--- src/rtl/tsf_pkg.sv ---
package tsf_pkg;
    localparam int NUM_GR  = 4;
    localparam int FLAG_W  = NUM_GR + 2;
    localparam int BYTE_W  = 8;
    localparam int OVF_BIT = NUM_GR;
    localparam int UDF_BIT = NUM_GR + 1;

    typedef struct packed {
        logic [FLAG_W-1:0] flag;
        logic [FLAG_W-1:0] arm;
    } chan_st_t;
endpackage

--- src/rtl/tsf_event_decode.sv ---
module tsf_event_decode
    import tsf_pkg::*;
(
    input  logic [NUM_GR-1:0] mode_cap,
    input  logic [NUM_GR-1:0] match,
    input  logic [NUM_GR-1:0] cap_edge,
    output logic [NUM_GR-1:0] hit
);
    for (genvar g = 0; g < NUM_GR; g++) begin : g_gr
        assign hit[g] = mode_cap[g] ? cap_edge[g] : match[g];
    end
endmodule

--- src/rtl/tsf_channel.sv ---
module tsf_channel
    import tsf_pkg::*;
#(
    parameter bit HAS_UDF = 1'b1
) (
    input  logic              clk,
    input  logic              rst_n,
    input  logic              rd,
    input  logic              wr,
    input  logic [FLAG_W-1:0] wdata,
    input  logic [FLAG_W-1:0] set_vec,
    output logic [FLAG_W-1:0] flags
);
    localparam logic [FLAG_W-1:0] KEEP_MASK =
        HAS_UDF ? {FLAG_W{1'b1}} : ~(FLAG_W'(1) << UDF_BIT);

    chan_st_t st_d, st_q;

    always_comb begin
        st_d = st_q;
        if (wr) begin
            st_d.flag = st_q.flag & ~(st_q.arm & ~wdata);
            st_d.arm  = '0;
        end else if (rd) begin
            st_d.arm = st_q.arm | st_q.flag;
        end
        st_d.flag = (st_d.flag | set_vec) & KEEP_MASK;
        st_d.arm  = st_d.arm & KEEP_MASK;
    end

    always_ff @(posedge clk or negedge rst_n) begin
        if (!rst_n) st_q <= '0;
        else        st_q <= st_d;
    end

    assign flags = st_q.flag;
endmodule

--- src/rtl/tsf_irq_reduce.sv ---
module tsf_irq_reduce
    import tsf_pkg::*;
(
    input  logic [FLAG_W-1:0] flags,
    input  logic [FLAG_W-1:0] en,
    output logic              irq
);
    assign irq = |(flags & en);
endmodule

--- src/rtl/tmr_flag_reg.sv ---
module tmr_flag_reg
    import tsf_pkg::*;
#(
    parameter int NUM_CH = 2,
    localparam int SEL_W = (NUM_CH > 1) ? $clog2(NUM_CH) : 1
) (
    input  logic                     clk,
    input  logic                     rst_n,
    input  logic [SEL_W-1:0]         bus_sel,
    input  logic                     bus_rd,
    input  logic                     bus_wr,
    input  logic [BYTE_W-1:0]        bus_wdata,
    output logic [BYTE_W-1:0]        bus_rdata,
    input  logic [NUM_CH-1:0]        ovf_evt,
    input  logic [NUM_CH-1:0]        udf_evt,
    input  logic [NUM_CH*NUM_GR-1:0] gr_capture,
    input  logic [NUM_CH*NUM_GR-1:0] gr_match,
    input  logic [NUM_CH*NUM_GR-1:0] gr_cap_edge,
    input  logic [NUM_CH*BYTE_W-1:0] irq_en,
    output logic [NUM_CH-1:0]        irq
);
    localparam int RSV_W = BYTE_W - FLAG_W;

    logic [NUM_CH*FLAG_W-1:0] flags_all;
    logic [NUM_CH*RSV_W-1:0]  unused_en_bits;
    logic                     unused_wdata_bits;

    assign unused_wdata_bits = ^bus_wdata[BYTE_W-1:FLAG_W];

    for (genvar c = 0; c < NUM_CH; c++) begin : g_ch
        logic              sel_c;
        logic [NUM_GR-1:0] gr_hit;
        logic [FLAG_W-1:0] set_vec;

        assign sel_c = (bus_sel == SEL_W'(c));

        tsf_event_decode u_dec (
            .mode_cap (gr_capture[c*NUM_GR +: NUM_GR]),
            .match    (gr_match[c*NUM_GR +: NUM_GR]),
            .cap_edge (gr_cap_edge[c*NUM_GR +: NUM_GR]),
            .hit      (gr_hit)
        );

        assign set_vec = {udf_evt[c], ovf_evt[c], gr_hit};

        tsf_channel #(.HAS_UDF(c == 1)) u_chan (
            .clk     (clk),
            .rst_n   (rst_n),
            .rd      (bus_rd & sel_c),
            .wr      (bus_wr & sel_c),
            .wdata   (bus_wdata[FLAG_W-1:0]),
            .set_vec (set_vec),
            .flags   (flags_all[c*FLAG_W +: FLAG_W])
        );

        tsf_irq_reduce u_irq (
            .flags (flags_all[c*FLAG_W +: FLAG_W]),
            .en    (irq_en[c*BYTE_W +: FLAG_W]),
            .irq   (irq[c])
        );

        assign unused_en_bits[c*RSV_W +: RSV_W] = irq_en[c*BYTE_W+FLAG_W +: RSV_W];
    end

    always_comb begin
        bus_rdata = {{RSV_W{1'b1}}, {FLAG_W{1'b0}}};
        for (int c = 0; c < NUM_CH; c++) begin
            if (bus_sel == SEL_W'(c))
                bus_rdata = {{RSV_W{1'b1}}, flags_all[c*FLAG_W +: FLAG_W]};
        end
    end
endmodule

--- config.mk ---
export PLATFORM = sky130hd
export DESIGN_NAME = tmr_flag_reg
export DESIGN_NICKNAME = d
export VERILOG_FILES = /design/src/rtl/tsf_pkg.sv /design/src/rtl/tsf_event_decode.sv /design/src/rtl/tsf_channel.sv /design/src/rtl/tsf_irq_reduce.sv /design/src/rtl/tmr_flag_reg.sv
export SDC_FILE = /design/constraint.sdc
export NUM_CORES = 1
export LEC_CHECK = 0
export CAP_MARGIN = 10
export CORE_UTILIZATION = 38
export DETAILED_ROUTE_END_ITERATION = 10
export GPL_TIMING_DRIVEN = 0
export PLACE_DENSITY = 0.89
export SETUP_SLACK_MARGIN = 0.5
export SLEW_MARGIN = 10
export SYNTH_ARGS = -nofsm -noshare
export SYNTH_HDL_FRONTEND = slang
export SYNTH_SLANG_ARGS = --single-unit
--- constraint.sdc ---
create_clock -name clk -period 1.2 [get_ports clk]
set_input_delay 0.24 -clock clk [delete_from_list [all_inputs] [get_ports clk]]
set_output_delay 0.24 -clock clk [all_outputs]
set_load 0.05 [all_outputs]
# After elaboration in Yosys (flattened, before gate mapping)
# Cells that the tools add are included.
# W data, S select, Z words.
[totals]
register_bits = 22
latchBits = 0
mem_bits_rw = 0
romBits = 0
in_bits = 57
output_inout_bits = 10
word_cells = 41
memories = 0
[classes]
add_sub_neg = 0
mul = 0
n_div = 0
order_cmp = 0
n_eq_ne = 0
n_shift = 0
mux = 15
bitwise = 18
n_reduce_logical = 4
[ops]
columns = ["operator", "count"]
rows = [
  ["$mux W6", 4],
  ["$and A6 B6 Y6", 3],
  ["$mux W5", 3],
  ["$not A6 Y6", 2],
  ["$or A6 B6 Y6", 2],
  ["$reduce_or A6 Y1", 2],
  ["$and A5 B5 Y5", 2],
  ["$or A5 B5 Y5", 2],
  ["$mux W1", 8],
  ["$and A5 B6 Y6", 1],
  ["$not A5 Y5", 1],
  ["$and A1 B1 Y1", 4],
  ["$reduce_bool A2 Y1", 2],
  ["$not A1 Y1", 1],
]

# Longest topological paths before layout
# Gate-level depths: netlist of the first run.
[logic_depth]
depth_word = 6
depth_mapped = 4
ltp_nobuf = 2

# Cells and area by module
# From an unflattened synthesis of the first run, not the netlist that was laid out.
[hier_totals]
cells_unflattened = 121
hier_area_um2 = 1281.2
[modules_own_cells]
columns = ["mod", "n_inst", "cells_per_inst", "area_each_um2"]
rows = [
  ["tsf_channel at g_ch[1].u_chan", 1, 49, 516.7],
  ["tsf_channel at g_ch[0].u_chan", 1, 42, 436.7],
  ["tmr_flag_reg", 1, 14, 152.6],
  ["tsf_event_decode", 2, 4, 60.1],
  ["tsf_irq_reduce", 2, 4, 27.5],
]

# Least setup slack after synthesis of the first run
# No wires, ideal clock.
[synth_path]
path_kind = "input to output"
start = "input bus_sel"
end = "output bus_rdata[5]"
t_arrival_ns = 0.946
required_time_ns = 0.960
slack_ns = 0.014
stages = 3
cell_sequence = "buf_6 > buf_2 > and2_1"
[synth_via]
elab_chain_len = 1
[synth_rtl]
columns = ["element", "line", "source"]
rows = [
  ["start, declared", "tmr_flag_reg.sv:9", "input logic [SEL_W-1:0] bus_sel,"],
  ["$mux W6", "tmr_flag_reg.sv:68", "if (bus_sel == SEL_W'(c))"],
  ["end, declared", "tmr_flag_reg.sv:13", "output logic [BYTE_W-1:0] bus_rdata,"],
]
# No other way between the ends.

# Worst setup path after layout of the first run
[layout_path]
start = "register g_ch[0].u_chan.st_q, in the netlist g_ch[0].u_chan.flags[0]"
end = "output irq[0]"
[layout_via]
elab_chain_len = 2
[layout_rtl]
columns = ["element", "line", "source"]
rows = [
  ["start, declared", "tsf_channel.sv:17", "chan_st_t st_d, st_q;"],
  ["start signal, assigned", "tsf_channel.sv:33", "else st_q <= st_d;"],
  ["$and A5 B6 Y6", "tsf_irq_reduce.sv:8", "assign irq = |(flags & en);"],
  ["$reduce_or A6 Y1", "tsf_irq_reduce.sv:8", ""],
  ["end, declared", "tmr_flag_reg.sv:20", "output logic [NUM_CH-1:0] irq"],
]
# No other way between the ends.

==> results.cfg, run 1 <==
[outcome]
outcome = finished with violations
failed_checks = design-rule violations, negative hold slack, negative setup slack

[floorplan]
io-pin-count = 67
die_area_um2 = 3300
start_util_pct = 41.4
rows = 19
core_area_um2 = 2830
chipHeight_um = 57.5
fp.dieW_um = 57.5

[power_and_ir_drop]
ir_worst_vdd_mv = 0.527
p_leak_nw = 0.934
power.density_nw_per_um2 = 947

[timing]
period_needed_ns = 1.85
finalSetupViolations = 8
final_max_slew_viol_count = 0
relSlewSlack_pct = 61.5
finalHoldViolations = 22
whs_ns = -0.0134
rsz0062_at_grt = true
finalSetupTns_ns = -3.24
worstMarginPinSlew_ns = 0.578
fmax_mhz = 541
clock_skew_ns = 0.00656
finalCritPeriodShare_pct = 154
fin_ws_ns = -0.649

[grt]
grt_overflow_total = 0
grt_pass1_vias = 1401
antenna_found_initial = 0
grtUsageTotal_pct = 27.9
grt_pass1_wl_um = 6750
grt_max_degree = 23

[critical_path]
crit_buf_inv = 2
crit_path_top_delay_cell = a222oi_1
path_common_cell = buf_6
crit_fanout = 2
startpoint_type = flip-flop
critical_path_class = reg2out
cp.required_ns = 0.96
cpPeakStageDelay_ns = 0.44
path_cells = a222oi_1, nand2_1, buf_6, buf_6
cp_top_family = compound AO/OA/AOI/OAI gates
crit_path_end_kind = output port
arrival_ns = 1.61

[clock_tree]
clkLatencyLatePin_ns = 0.32
cts_max_path_buffers = 2
clk_pin_slew_worst_paths_ns = 0.14
cts_buffers = 3
cts_tree = done
root_buffer = clkbuf_4
cts_sinks = 22
htree_levels = 1

[detailed_routing]
vias_per_cell = 5.90
vias = 1316
first_pass_iters = 10
ant_nets = 0
routed_wl_um = 5170
drt_iter0_markers = 102
post_drt_wl_per_cell_um = 23.2
post-route-drc-count = 8

[synthesis]
ys_async_sr_fraction_pct = 100
ys.warnings.count = 0
netlist_area_um2 = 1170
yosys.cell_types.count = 26
synth_flop_cell = dfrtp_1
netlist_instances = 105
synth_edf_count = 0
synth.ff_latch_count = 22
syn_avg_cell_area_um2 = 11.1
seq_area_frac_synth_pct = 47.1

[cells_and_area]
fin_nets = 250
antenna_cells = 0
syn2layout_area_growth_pct = 96.4
drive_above_1_share_pct = 38.0

[placement]
place_congestion = 0.789
io_buffers = 56
dp_hpwl_um = 2560

[min_path]
hold_path_class = in2async

[run]
drv_cap = 0
[cell type report]
class / instances / area, um2
timing repair buffer: 82 / 862
multi-input combinational: 69 / 654
sequential: 22 / 551
fill: 130 / 532
buffer: 10 / 120
tap: 31 / 38.8
clock inverter: 1 / 30.0
clock buffer: 3 / 22.5
inverter: 5 / 18.8
[cell usage after synthesis, types with 2 or more instances]
| library cell | n | area [um2] |
|---|---|---|
| buf_4 | 5 | 37.5 |
| dfrtp_1 | 22 | 551 |
| a221o_1 | 8 | 80.1 |
| nor2b_1 | 8 | 50.1 |
| a21o_1 | 3 | 22.5 |
| nand4bb_1 | 4 | 45.0 |
| nor2_1 | 6 | 22.5 |
| a21oi_1 | 5 | 25.0 |
| inv_1 | 5 | 18.8 |
| nand3b_1 | 5 | 37.5 |
| mux2_2 | 5 | 56.3 |
| buf_2 | 2 | 10.0 |
| nand4b_1 | 6 | 52.6 |
| a31oi_1 | 6 | 37.5 |
| a22oi_1 | 4 | 30.0 |
[metrics by stage]
stage / area [um2] / util (%) / setup slack, ns / power, mW / cells
4_1_cts: 2150 / 76.1 / -0.564 / 2.04 / 213
5_1_grt: 2300 / 81.2 / -0.808 / 2.24 / 223
2_1_floorplan: 1220 / - / 0.0376 / 1.09 / 106
6_report: 2300 / 81.2 / -0.649 / 2.17 / 223
3_5_place_dp: 1820 / 64.2 / -1.16 / 1.35 / 193
3_3_place_gp: 1820 / 64.2 / -1.13 / 1.33 / 193
[cells by family (layout without fill, tap and decap cells)]
kind of cell,Yosys count,after routing,synth area share (%)
DFF,22,22,47.1
other,1,2,0.321
buffers and inverters,15,101,8.66
AOI/OAI and AO/OA,27,27,17.5
muxes,5,5,4.81
and+or+nand+nor,35,35,21.6
[state kept, by name, indices dropped and copies added, names as in the netlist]
name and flops:
g_ch.u_chan.flags 11, g_ch.u_chan.st_q 11
[final timing paths]
check	from	end	slack, ns	depth (start not counted)
min in group clk	bus_sel	g_ch[0].u_chan.flags[3]	0.27	3
min	rst_n	g_ch[0].u_chan.flags[2]	-0.01	1
min reg2reg	g_ch[0].u_chan.st_q[2]	g_ch[0].u_chan.st_q[2]	0.54	2
max in group asynchronous	rst_n	g_ch[0].u_chan.flags[3]	0.83	1
max	g_ch[0].u_chan.flags[0]	irq[0]	-0.65	4
max reg2reg	g_ch[0].u_chan.flags[0]	g_ch[0].u_chan.flags[0]	0.01	4
[cell usage in the layout, fill, tap and decap left out, types with 3 or more instances in the layout]
cell type,Yosys,final
clkdlybuf4s50_1,0,41
dfrtp_1,22,22
buf_6,1,21
buf_4,5,11
buf_8,0,10
nor2b_1,8,8
a221o_1,8,8
nand4b_1,6,6
mux2_4,0,5
a31oi_4,0,5
inv_1,5,5
nand3b_1,5,5
a21oi_2,0,5
nand4bb_1,4,4
nor2_1,6,4
clkbuf_4,0,4
a21o_1,3,3
dlygate4sd2_1,0,3
[layer usage]
layer	track usage [%]	routed length [um]	share of wire, %
met1	29.5	1960	38
met2	52.5	2600	50
met3	5.67	415	8.0
met4	12.9	187	3.6
met5	0	0	0
[power by group]
part           internal (mW)  leakage, nW  switching, mW
Sequential             0.807        0.234         0.0576
Clock                  0.338       0.0279          0.256
Combinational          0.407        0.672          0.309
Total                   1.55        0.934          0.623
[what timing repair did]
action | CTS | global route
endpoints found under the setup margin | 52 | 30
hold endpoints to repair | 14 | 0
cloned | 1 | 0
pin swaps | 15 | 12
gates resized for setup | 107 | 14
buffers inserted | 15 | 10
(Power assumes the default switching activity.)
==> run 2, diff against run 1 <==
--- a/config.mk
+++ b/config.mk
@@ -11,6 +11,7 @@
 export GPL_TIMING_DRIVEN = 0
 export PLACE_DENSITY = 0.89
 export SETUP_SLACK_MARGIN = 0.5
+export SKIP_LAST_GASP = 1
 export SLEW_MARGIN = 10
 export SYNTH_ARGS = -nofsm -noshare
 export SYNTH_HDL_FRONTEND = slang
==> run 2 against run 1 <==
  * The run still ends with design-rule violations, negative hold slack, negative setup slack left
  * Die area is the same
  * Utilization is 1.4 points higher
  * Final cell count increased by 0.90%
  * Global-route usage is 0.56 points lower
  * Fmax is 3.4% lower
  * Sequential share of layout area shrank 0.40 points
  * Count of clock-buffer cells in the layout stayed put
  * Worst setup slack got worse by 0.066 ns
  * Flip-flop and latch count unchanged
  * Critical endpoint unchanged
  * Highest routed layer unchanged
==> results.cfg, run 2 (synthesis gave the netlist of run 1 again) <==
[critical_path]
crit_fanout = 2
crit_path_top_delay_cell = a222oi_1
rr_worst_depth = 4
startpoint_type = flip-flop
crit_path_end_kind = output port
cp.required_ns = 0.96
critical_path_class = reg2out
path_cells = a222oi_1, nand2_1, buf_6, buf_6
arrival_ns = 1.67
path_common_cell = buf_6
cpPeakStageDelay_ns = 0.48

[clock_tree]
cts_sinks = 22
htree_levels = 1
clkLatencyLatePin_ns = 0.33
clk_pin_slew_worst_paths_ns = 0.14
cts_buffers = 3
cts_tree = done
cts_max_path_buffers = 2
root_buffer = clkbuf_4

[floorplan]
io-pin-count = 67
rows = 19
core_area_um2 = 2830
fp.dieW_um = 57.5
die_area_um2 = 3300
chipHeight_um = 57.5
start_util_pct = 41.4

[grt]
grt_pass1_vias = 1358
grt_pass1_wl_um = 6620
grtUsageTotal_pct = 27.4
grt_use_met3_pct = 5.44
grt_max_degree = 23
antenna_found_initial = 0
grt_overflow_total = 0
use_met2_pct = 50.3
use_met1_pct = 29.3
grt_busiest_layer = met2

[cells_and_area]
syn2layout_area_growth_pct = 99.7
drive_above_1_share_pct = 40.7
most-common-layout-cells = clkdlybuf4s50_1 (40), dfrtp_1 (22), buf_6 (19)
fin_nets = 252
final_common_cell = clkdlybuf4s50_1
finalInstanceArea_um2 = 2340
antenna_cells = 0

[placement]
dpl_cell_area_um2 = 1820
dp_hpwl_um = 2560
place_congestion = 0.789
io_buffers = 56

[detailed_routing]
post-route-drc-count = 8
vias = 1338
routed_wl_um = 5310
vias_per_cell = 5.95
drt_iter0_markers = 83
first_pass_iters = 7
post_drt_wl_per_cell_um = 23.6
ant_nets = 0

[timing]
worstMarginPinSlew_ns = 0.580
rsz0062_at_grt = true
finalHoldViolations = 22
finalSetupViolations = 8
period_needed_ns = 1.91
clock_skew_ns = 0.00841
finalCritPeriodShare_pct = 160
fmax_mhz = 522
final_max_slew_viol_count = 0
relSlewSlack_pct = 61.3
fin_ws_ns = -0.715
whs_ns = -0.0276

[min_path]
hold_path_class = in2async

[run]
drv_cap = 0

[power_and_ir_drop]
ir_worst_vdd_mv = 0.667
p_leak_nw = 0.949
power.density_nw_per_um2 = 948
finalPower_mw = 2.22

[outcome]
outcome = finished with violations
failed_checks = design-rule violations, negative hold slack, negative setup slack
[run 2: worst max-delay path, delay by kind of cell, from the launching register on]
kind | cells | cell delay [ns]
compound gates | 1 | 0.48
buf+inv | 2 | 0.29
flops | 1 | 0.42
simple gates | 1 | 0.15
[run 2: final cells by class]
cell class | count | area (um2)
clock inverters | 1 | 30.0
multi-input cells | 69 | 683
repair buffers | 84 | 865
clock buffers | 3 | 22.5
fillers | 139 | 493
inverters | 5 | 18.8
plain buffers | 10 | 128
flip-flops and latches | 22 | 551
well taps | 31 | 38.8
[run 2: final timing paths]
path	from	to	slack (ns)
worst max-delay path	g_ch[0].u_chan.flags[0]	irq[0]	-0.71
worst min-delay path	rst_n	g_ch[1].u_chan.st_q[3]	-0.03
worst max register to register	g_ch[0].u_chan.flags[0]	g_ch[0].u_chan.flags[0]	0.03
worst min register to register	g_ch[0].u_chan.st_q[4]	g_ch[0].u_chan.st_q[4]	0.55
max in group asynchronous	rst_n	g_ch[0].u_chan.flags[3]	0.85
min in group clk	bus_wdata[0]	g_ch[0].u_chan.flags[0]	0.34
[run 2: through the flow]
step | utilization [%] | setup WS (ns) | cells | TNS [ns] | hold WS (ns)
after floorplan | - | 0.0376 | 106 | 0 | -0.0556
after global placement | 64.2 | -1.13 | 193 | -19.57 | 0.490
after detailed placement | 64.2 | -1.16 | 193 | -19.88 | 0.498
after CTS | 75.4 | -0.564 | 213 | -2.89 | -0.00718
after global routing | 82.6 | -0.778 | 225 | -3.69 | 0.00671
final | 82.6 | -0.715 | 225 | -3.42 | -0.0276
[run 2: timing repair]
| item | 4_1_cts | 5_1_grt |
|---|---|---|
| buffers inserted | 15 | 12 |
| endpoints found under the setup margin | 52 | 30 |
| cloned | 1 | 0 |
| gates resized for setup | 102 | 26 |
| hold endpoints to repair | 14 | 0 |
| pin swaps | 14 | 20 |
[run 2: metal layers]
metal	up-vias	wire [um]
met5	-	0
met4	0	165
met3	20	444
met2	87	2600
met1	656	2100
li1	575	-
[run 2: report_power, final]
| group | switching (mW) | internal, mW |
|---|---|---|
| Sequential | 0.0683 | 0.807 |
| Clock | 0.261 | 0.339 |
| Combinational | 0.320 | 0.421 |
==> run 3, diff against run 2 <==
--- a/config.mk
+++ b/config.mk
@@ -5,13 +5,12 @@
 export SDC_FILE = /design/constraint.sdc
 export NUM_CORES = 1
 export LEC_CHECK = 0
-export CAP_MARGIN = 10
+export ABC_CLOCK_PERIOD_IN_PS = 1200
 export CORE_UTILIZATION = 38
 export DETAILED_ROUTE_END_ITERATION = 10
 export GPL_TIMING_DRIVEN = 0
 export PLACE_DENSITY = 0.89
 export SETUP_SLACK_MARGIN = 0.5
-export SKIP_LAST_GASP = 1
 export SLEW_MARGIN = 10
 export SYNTH_ARGS = -nofsm -noshare
 export SYNTH_HDL_FRONTEND = slang
==> results of run 3 <==
Same layout as run 1: the final DEF is identical, and so are final timing and power.
